## src/rtl/dref_pkg.sv

```systemverilog
package dref_pkg;
  typedef enum logic [1:0] {
    PH_PAUSE = 2'd0,
    PH_WAKE  = 2'd1,
    PH_RUN   = 2'd2
  } dref_phase_e;
endpackage

```

## src/rtl/dref_cbr_engine.sv

```systemverilog
module dref_cbr_engine #(
  parameter int T_CSR = 1,
  parameter int T_CHR = 1,
  parameter int T_RAS = 3,
  parameter int T_RP  = 2
) (
  input  logic clk,
  input  logic rst,
  input  logic start,
  output logic busy,
  output logic cyc_done,
  output logic ras_n,
  output logic cas_n
);
  localparam int TOTAL   = T_CSR + T_RAS + T_RP;
  localparam int SW      = $clog2(TOTAL);
  localparam int CAS_END = T_CSR + T_CHR;
  localparam int RAS_END = T_CSR + T_RAS;
  localparam logic [SW-1:0] STEP_LAST = SW'(TOTAL - 1);

  logic [SW-1:0] step, step_n;
  logic          busy_n;

  assign cyc_done = busy && (step == STEP_LAST);

  always_comb begin
    busy_n = busy;
    step_n = step;
    if (cyc_done) begin
      busy_n = 1'b0;
      step_n = '0;
    end else if (busy) begin
      step_n = step + 1'b1;
    end else if (start) begin
      busy_n = 1'b1;
      step_n = '0;
    end
  end

  always_ff @(posedge clk) begin
    if (rst) begin
      busy  <= 1'b0;
      step  <= '0;
      ras_n <= 1'b1;
      cas_n <= 1'b1;
    end else begin
      busy  <= busy_n;
      step  <= step_n;
      cas_n <= !(busy_n && (int'(step_n) < CAS_END));
      ras_n <= !(busy_n && (int'(step_n) >= T_CSR) && (int'(step_n) < RAS_END));
    end
  end
endmodule

```

## src/rtl/dref_phase_ctl.sv

```systemverilog
module dref_phase_ctl
  import dref_pkg::*;
#(
  parameter int PAUSE_CYC    = 5000000,
  parameter int REF_INTERVAL = 780,
  parameter int WAKE_CNT     = 8,
  parameter int MAX_PEND     = 4
) (
  input  logic clk,
  input  logic rst,
  input  logic busy,
  input  logic cyc_done,
  output logic ref_req,
  output logic mem_ready,
  output logic ovf_err
);
  localparam int TMR_TOP = (PAUSE_CYC > REF_INTERVAL) ? PAUSE_CYC : REF_INTERVAL;
  localparam int TW      = (TMR_TOP > 2) ? $clog2(TMR_TOP) : 1;
  localparam int PEND_TOP = (WAKE_CNT > MAX_PEND) ? WAKE_CNT : MAX_PEND;
  localparam int PW      = $clog2(PEND_TOP + 1);
  localparam logic [TW-1:0] PAUSE_LAST = TW'(PAUSE_CYC - 1);
  localparam logic [TW-1:0] INT_LAST   = TW'(REF_INTERVAL - 1);
  localparam logic [PW-1:0] WAKE_LD    = PW'(WAKE_CNT);
  localparam logic [PW-1:0] PEND_LIM   = PW'(MAX_PEND);
  localparam logic [PW-1:0] PEND_ONE   = PW'(1);

  dref_phase_e   phase;
  logic [TW-1:0] tmr;
  logic [PW-1:0] pend;
  logic          tick;

  assign tick      = (phase == PH_RUN) && (tmr == INT_LAST);
  assign ref_req   = (phase != PH_PAUSE) && (pend != '0) && !busy;
  assign mem_ready = (phase == PH_RUN);

  always_ff @(posedge clk) begin
    if (rst) begin
      phase   <= PH_PAUSE;
      tmr     <= '0;
      pend    <= '0;
      ovf_err <= 1'b0;
    end else begin
      case (phase)
        PH_PAUSE: begin
          if (tmr == PAUSE_LAST) begin
            phase <= PH_WAKE;
            pend  <= WAKE_LD;
            tmr   <= '0;
          end else begin
            tmr <= tmr + 1'b1;
          end
        end
        PH_WAKE: begin
          if (cyc_done) begin
            pend <= pend - 1'b1;
            if (pend == PEND_ONE) begin
              phase <= PH_RUN;
              tmr   <= '0;
            end
          end
        end
        PH_RUN: begin
          tmr <= tick ? '0 : tmr + 1'b1;
          if (tick && !cyc_done && (pend == PEND_LIM)) begin
            ovf_err <= 1'b1;
            phase   <= PH_WAKE;
            pend    <= WAKE_LD;
          end else if (tick && !cyc_done) begin
            pend <= pend + 1'b1;
          end else if (!tick && cyc_done) begin
            pend <= pend - 1'b1;
          end
        end
        default: phase <= PH_PAUSE;
      endcase
    end
  end
endmodule

```

## src/rtl/dram_refresh_sched.sv

```systemverilog
module dram_refresh_sched #(
  parameter int PAUSE_CYC    = 5000000,
  parameter int REF_INTERVAL = 780,
  parameter int WAKE_CNT     = 8,
  parameter int MAX_PEND     = 4,
  parameter int T_CSR        = 1,
  parameter int T_CHR        = 1,
  parameter int T_RAS        = 3,
  parameter int T_RP         = 2
) (
  input  logic       clk,
  input  logic       rst,
  input  logic       ref_gnt,
  input  logic       bus_own,
  output logic       ref_req,
  output logic       ras_n,
  output logic [1:0] cas_n,
  output logic       mem_ready,
  output logic       ovf_err
);
  logic busy, cyc_done, cas_one, start;

  assign start = ref_req && (ref_gnt || bus_own);
  assign cas_n = {2{cas_one}};

  dref_phase_ctl #(
    .PAUSE_CYC(PAUSE_CYC), .REF_INTERVAL(REF_INTERVAL),
    .WAKE_CNT(WAKE_CNT), .MAX_PEND(MAX_PEND)
  ) u_phase (
    .clk(clk), .rst(rst), .busy(busy), .cyc_done(cyc_done),
    .ref_req(ref_req), .mem_ready(mem_ready), .ovf_err(ovf_err)
  );

  dref_cbr_engine #(
    .T_CSR(T_CSR), .T_CHR(T_CHR), .T_RAS(T_RAS), .T_RP(T_RP)
  ) u_cbr (
    .clk(clk), .rst(rst), .start(start), .busy(busy),
    .cyc_done(cyc_done), .ras_n(ras_n), .cas_n(cas_one)
  );
endmodule

```

## config.mk

```make
export PLATFORM = sky130hd
export DESIGN_NAME = dram_refresh_sched
export DESIGN_NICKNAME = d
export VERILOG_FILES = /design/src/rtl/dref_pkg.sv /design/src/rtl/dref_cbr_engine.sv /design/src/rtl/dref_phase_ctl.sv /design/src/rtl/dram_refresh_sched.sv
export SDC_FILE = /design/constraint.sdc
export NUM_CORES = 1
export LEC_CHECK = 0
export CAP_MARGIN = 20
export CORE_MARGIN = 5
export CORE_UTILIZATION = 34
export CTS_CLUSTER_DIAMETER = 60
export DETAILED_ROUTE_END_ITERATION = 16
export GPL_ROUTABILITY_DRIVEN = 0
export PLACE_DENSITY = 0.5
export SLEW_MARGIN = 30
export SYNTH_ARGS = -nofsm -noshare
export SYNTH_HDL_FRONTEND = slang
export SYNTH_SLANG_ARGS = --single-unit
```

## constraint.sdc

```tcl
create_clock -name clk -period 7.18 [get_ports clk]
set_clock_uncertainty 0.2 [all_clocks]
set_input_delay 1.077 -clock clk [delete_from_list [all_inputs] [get_ports clk]]
set_output_delay 1.077 -clock clk [all_outputs]
set_load 0.02 [all_outputs]
```

==> results.sh, run 1 <==
export IMPL_dp_hpwl_um=3270
export IMPL_fin_nets=273
export IMPL_portBuffers=9
export IMPL_vdd_ir_drop_worst_uv=91.4
export IMPL_ant_nets=0
export IMPL_nFillCells=639
export IMPL_outcome="finished clean"
export IMPL_overflow=0
export IMPL_drive_gt1_share_pct=5.00
export IMPL_finalWirelength_um=4500
export IMPL_grt_max_degree=24
export IMPL_powerDensity_nw_per_um2=184
export IMPL_diodes=0
export IMPL_cp_required_ns=5.90
export IMPL_crit_path_start_kind="flop"
export IMPL_ctsResizeCount=0
export IMPL_finalSetupViolations=0
export IMPL_synth_nets=267
export IMPL_die_h_um=88.4
export IMPL_cts_tree="yes"
export IMPL_slew_headroom_pct=53.6
export IMPL_cts_buffer_depth=2
export IMPL_syn_to_final_growth_pct=10.5
export IMPL_cts_buffers=5
export IMPL_syn_avg_cell_area_um2=8.27
export IMPL_post_drt_wl_per_cell_um=13.4
export IMPL_drtIter0Drc=50
export IMPL_endpoint_kind="primary output"
export IMPL_grt_usage_pct=13.0
export IMPL_stdcell_area_um2=2310
export IMPL_placed_cell_area_um2=2220
export IMPL_die_area_um2=7820
export IMPL_ys_seq_area_share_pct=34.4
export IMPL_hold_violations=0
export IMPL_antenna_found_initial=0
export IMPL_critPathKind="reg2out"
export IMPL_maxCapViolations=0
export IMPL_yosys_warnings=0
export IMPL_crit_arrival_ns=2.19
export IMPL_drc=0
export IMPL_min_from="u_phase.ovf_err"
export IMPL_worst_pin_slew_ns=0.695
export IMPL_via_per_inst=5.17
export IMPL_rsz0062_at_grt="false"
export IMPL_die_w_um=88.4
export IMPL_startpoint="u_phase.pend[0]"
export IMPL_ys_ff_latch=36
export IMPL_r2r_start="u_phase.phase[0]"
export IMPL_clk_pin_slew_ns=0.08
export IMPL_instances_no_fill=335
export IMPL_async_flop_share_pct=0
export IMPL_cts_htree_levels=2
export IMPL_grt_pass1_vias=1688
export IMPL_floorplan_initialDensity_pct=35.1
export IMPL_critPathMaxFanout=7
export IMPL_first_pass_iters=5
export IMPL_grt_pass1_wl_um=8020
export IMPL_post_synth_num_cell_types=45
export IMPL_timing_final_crit_share_pct=48.3
export IMPL_post_cts_setup_buffers=0
export IMPL_core_area_um2=5960
export IMPL_period_needed_ns=3.46
export IMPL_place_inst=327
export IMPL_ios=10
export IMPL_row_count=28
export IMPL_vias=1732
export IMPL_hp_class="reg2reg"
export IMPL_clk_latency_ns=0.29
export IMPL_drv_slew=0
export IMPL_totalNegativeSetupSlack_ns=0
export IMPL_root_buffer="clkbuf_8"
export IMPL_netlist_instances=253
export IMPL_synth_area_um2=2090
export IMPL_synth_top_flop_cell="dfxtp_1"
export IMPL_cts_sinks=36
export IMPL_synth_enable_flop_cells=0
export IMPL_leakagePower_nw=0.815
export IMPL_cts_hold_buf=0
export IMPL_fmax_mhz=289
-- state kept, by name, summed over array words and instances, names as in the netlist --
register and count:
u_phase.pend 4, u_phase.ovf_err 1, u_phase.tmr 23, u_cbr.busy 1, u_cbr.ras_n 1, u_cbr.step 3, u_cbr.cas_n 1, u_phase.phase 2
-- metrics by stage --
stage          util, %  worst slack (ns)  power, mW  hold slack [ns]
2_1_floorplan        -              4.42      0.264            0.279
3_3_place_gp      37.3              4.06      0.281            0.265
3_5_place_dp      37.3              4.02      0.279            0.265
4_1_cts           38.8              3.69      0.432            0.283
5_1_grt           38.8              3.58      0.449            0.313
6_report          38.8              3.72      0.425            0.282
-- placed cells by master, fill, tap and decap left out, drive strengths merged, types with 6 or more instances in the layout --
cell,synthesis,final
a21oi,13,13
clkbuf,4,8
clkdlybuf4s50,0,9
dfxtp,36,36
ha,10,10
inv,11,11
nand2,19,19
nand3,10,10
nand4,12,12
nor2,34,34
nor2b,6,6
nor3,10,10
nor4,6,6
o21ai,11,11
xnor2,7,7
xor2,16,16
-- Yosys cell counts, types with 2 or more instances --
master | count | share of area, %
nor4_1 | 4 | 1.2
a31oi_1 | 2 | 0.60
buf_4 | 2 | 0.72
nand2b_1 | 4 | 1.2
nor2b_1 | 6 | 1.8
buf_2 | 4 | 0.96
nor3_1 | 10 | 2.4
nand3_1 | 9 | 2.2
nand4_1 | 12 | 3.6
inv_1 | 11 | 2.0
a211oi_1 | 4 | 1.4
and4_1 | 4 | 1.7
and3_1 | 4 | 1.2
nor4b_1 | 2 | 0.84
nand2_1 | 19 | 3.4
mux2i_1 | 2 | 0.96
a21oi_1 | 13 | 3.1
o211ai_1 | 2 | 0.72
dfxtp_1 | 36 | 34
ha_1 | 10 | 6.0
nor4bb_1 | 2 | 0.96
xnor2_1 | 7 | 2.9
nor2_1 | 34 | 6.1
o21ai_0 | 10 | 2.4
xor2_1 | 16 | 6.7
nand3b_1 | 2 | 0.72
clkbuf_1 | 4 | 0.72
-- cell families (layout without fill, tap and decap cells) --
group                      count (synthesis)  in the layout  share of synthesized area [%]
muxes                                      3              3                           1.50
buffers and inverters                     22             29                           4.90
adders and majority gates                 10             10                           5.98
and+or+nand+nor                          120            120                           31.5
xor gates and xnor gates                  23             23                           9.63
AOI/OAI and AO/OA                         39             39                           12.1
DFF                                       36             36                           34.4
-- worst max-delay path, cell delays in order, from the launching register on --
cell             delay, ns
dfxtp_1               0.44
inv_1                 0.09
ha_1                  0.24
nor2b_1               0.18
a211oi_1              0.30
clkdlybuf4s50_1       0.66
-- power breakdown --
group          total (mW)  internal, mW  leakage, nW  switching [mW]
sequential          0.218         0.207        0.291          0.0108
clock               0.150        0.0783       0.0455          0.0714
combinational      0.0575        0.0228        0.479          0.0347
total               0.425         0.308        0.815           0.117
-- per-layer routing --
metal	GRT usage, %	vias up	routed length [um]
met4	3.02	0	35
met3	2.89	4	151
met2	21.2	17	2050
met5	0	-	0
met1	17.4	806	2260
li1	-	905	-
-- path summary, 6_finish.rpt --
check	to	slack, ns	depth (start not counted)
worst min register to register	u_phase.ovf_err	0.28	2
worst max register to register	u_phase.pend[1]	4.51	7
worst max-delay path	ref_req	3.72	5
worst min-delay path	u_phase.ovf_err	0.28	2
-- final cells by class --
| class | count | area (um^2) | area share [%] |
|---|---|---|---|
| inverter | 11 | 41.3 | 1.79 |
| timing repair buffer | 10 | 97.6 | 4.22 |
| sequential | 36 | 721 | 31.2 |
| tap | 75 | 93.8 | 4.06 |
| clock buffer | 8 | 90.1 | 3.90 |
| multi-input combinational | 195 | 1270 | 54.9 |
No activity file was read; power rests on OpenSTA's default activity.
==> inputs of run 2 (changes only) <==
Settings changed: PLACE_DENSITY 0.5 to 0.52.
Clock period 7.18 ns to 3 ns, I/O delays scaled along.
==> results.sh, run 2 (synthesis gave the netlist of run 1 again) <==
export IMPL_outcome="finished clean"
export IMPL_floorplan_initialDensity_pct=35.1
export IMPL_drv_slew=0
export IMPL_root_buffer="clkbuf_8"
export IMPL_r2r_start="u_phase.tmr[0]"
export IMPL_maxCapViolations=0
export IMPL_period_needed_ns=2.65
export IMPL_finalSetupViolations=0
export IMPL_die_h_um=88.4
export IMPL_cp_depth=7
export IMPL_core_area_um2=5960
export IMPL_slew_headroom_pct=52.2
export IMPL_grt_pass1_vias=1652
export IMPL_grt_pass1_wl_um=8020
export IMPL_cts_tree="yes"
export IMPL_via_per_inst=5.19
export IMPL_r2r_cells=7
export IMPL_antenna_found_initial=0
export IMPL_drc=0
export IMPL_crit_arrival_ns=2.63
export IMPL_first_pass_iters=4
export IMPL_fmax_mhz=377
export IMPL_endpoint_kind="flop"
export IMPL_critPathKind="reg2reg"
export IMPL_vias=1765
export IMPL_die_w_um=88.4
export IMPL_max_stage_delay_ns=0.49
export IMPL_portBuffers=9
export IMPL_finalWirelength_um=4710
export IMPL_worst_hold_slack_ns=0.294
export IMPL_largest_register="u_phase.tmr"
export IMPL_fin_nets=278
export IMPL_cts_buffer_depth=2
export IMPL_r2r_slack_ns=0.35
export IMPL_grt_usage_pct=13.2
export IMPL_clk_latency_ns=0.29
export IMPL_powerDensity_nw_per_um2=433
export IMPL_timing_final_crit_share_pct=88.4
export IMPL_cts_buffers=5
export IMPL_overflow=0
export IMPL_place_ws_ns=0.376
export IMPL_layout_common_cells="36 x dfxtp_1, 34 x nor2_1, 19 x nand2_1, 16 x xor2_1, 13 x a21oi_1"
export IMPL_syn_to_final_growth_pct=13.0
export IMPL_diodes=0
export IMPL_worst_pin_slew_ns=0.710
export IMPL_worstPathCellList="ha_1 > nor2b_1 > nand4_1 > or3_1 > a311oi_4 > nor3_1 > a41o_1"
export IMPL_drtIter0Drc=58
export IMPL_ant_nets=0
export IMPL_rsz0062_at_grt="false"
export IMPL_dp_hpwl_um=3460
export IMPL_crit_path_start_kind="flop"
export IMPL_startpoint="u_phase.tmr[0]"
export IMPL_cp_num_buf_inv=0
export IMPL_setup_ws_ns=0.349
export IMPL_grt_max_degree=19
export IMPL_hp_class="reg2reg"
export IMPL_cts_htree_levels=2
export IMPL_final_common_cell="dfxtp_1"
export IMPL_nFillCells=629
export IMPL_clk_pin_slew_ns=0.07
export IMPL_reg_top3="u_phase.tmr: 23 flops, u_phase.pend: 4 flops, u_cbr.step: 3 flops"
export IMPL_drive_gt1_share_pct=6.79
export IMPL_cts_sinks=36
export IMPL_post_cts_setup_buffers=0
export IMPL_totalNegativeSetupSlack_ns=0
export IMPL_cp_required_ns=2.98
export IMPL_r2r_end="u_phase.pend[1]"
export IMPL_vdd_ir_drop_worst_uv=205
export IMPL_hold_violations=0
export IMPL_critPathMaxFanout=8
export IMPL_ios=10
export IMPL_die_area_um2=7820
export IMPL_post_drt_wl_per_cell_um=13.8
export IMPL_cp_endpoint="u_phase.pend[1]"
export IMPL_leakagePower_nw=0.864
export IMPL_crit_family="simple AND/OR/NAND/NOR gates"
export IMPL_largest_reg_flops=23
export IMPL_critical_path_slowest_cell="or3_1"
export IMPL_row_count=28
==> run 2: cell types whose count changed in the layout (fill, tap and decap cells not counted) <==
cell,previous run,this run
clkdlybuf4s50_1,9,8
dlymetal6s2s_1,0,1
buf_4,1,5
buf_12,0,1
==> run 2: metal layers <==
layer / vias to the layer above / track usage (%) / routed length, um
met5: - / 0 / 0
met4: 0 / 4.95 / 86
met3: 10 / 2.98 / 153
met2: 24 / 21.0 / 2110
met1: 812 / 17.6 / 2360
li1: 919 / - / -
==> run 2: worst register-to-register path: cells and delay by family (launching register included) <==
kind,cells,cell delay [ns]
AND/OR/NAND/NOR,4,0.93
flip-flops,1,0.42
adder cells (fa/ha/maj),1,0.32
AO/OA/AOI/OAI,2,0.66
==> run 2: final cells by class <==
cell class                 count  area, um^2  area share [%]
tap                           75        93.8            3.97
timing repair buffer          15         150            6.35
multi-input combinational    195        1270            53.7
sequential                    36         721            30.5
inverter                      11        41.3            1.75
clock buffer                   8        90.1            3.81
==> run 2: what timing repair did <==
action	in CTS	in global routing
endpoints found under the setup margin	0	1
hold buffers	0	0
gates resized for setup	0	1
==> run 2: worst min path at each step <==
| stage | start | end | slack (ns) | cells after the start |
|---|---|---|---|---|
| final | u_phase.ovf_err | u_phase.ovf_err | 0.29 | 2 |
| after global routing | u_phase.phase[0] | u_phase.phase[0] | 0.35 | 2 |
| after CTS | u_phase.ovf_err | u_phase.ovf_err | 0.32 | 2 |
| after detailed placement | u_phase.ovf_err | u_phase.ovf_err | 0.28 | 2 |
| after global placement | u_phase.ovf_err | u_phase.ovf_err | 0.29 | 2 |
| after floorplan | u_phase.tmr[1] | u_phase.tmr[1] | 0.28 | 2 |
==> run 2: metrics by stage <==
step / total power, mW / util [%] / cells / cell area [um^2]
after CTS: 1.04 / 39.7 / 340 / 2360
final: 1.02 / 39.7 / 340 / 2360
after global routing: 1.09 / 39.7 / 340 / 2360
after global placement: 0.681 / 38.2 / 332 / 2270
after floorplan: 0.633 / - / 253 / 2090
after detailed placement: 0.681 / 38.2 / 332 / 2270
==> run 2: where the power goes <==
group	total [mW]	internal, mW	leakage [nW]	switching [mW]
sequential	0.523	0.496	0.291	0.0266
combinational	0.148	0.0625	0.528	0.0851
clock	0.354	0.187	0.0455	0.166
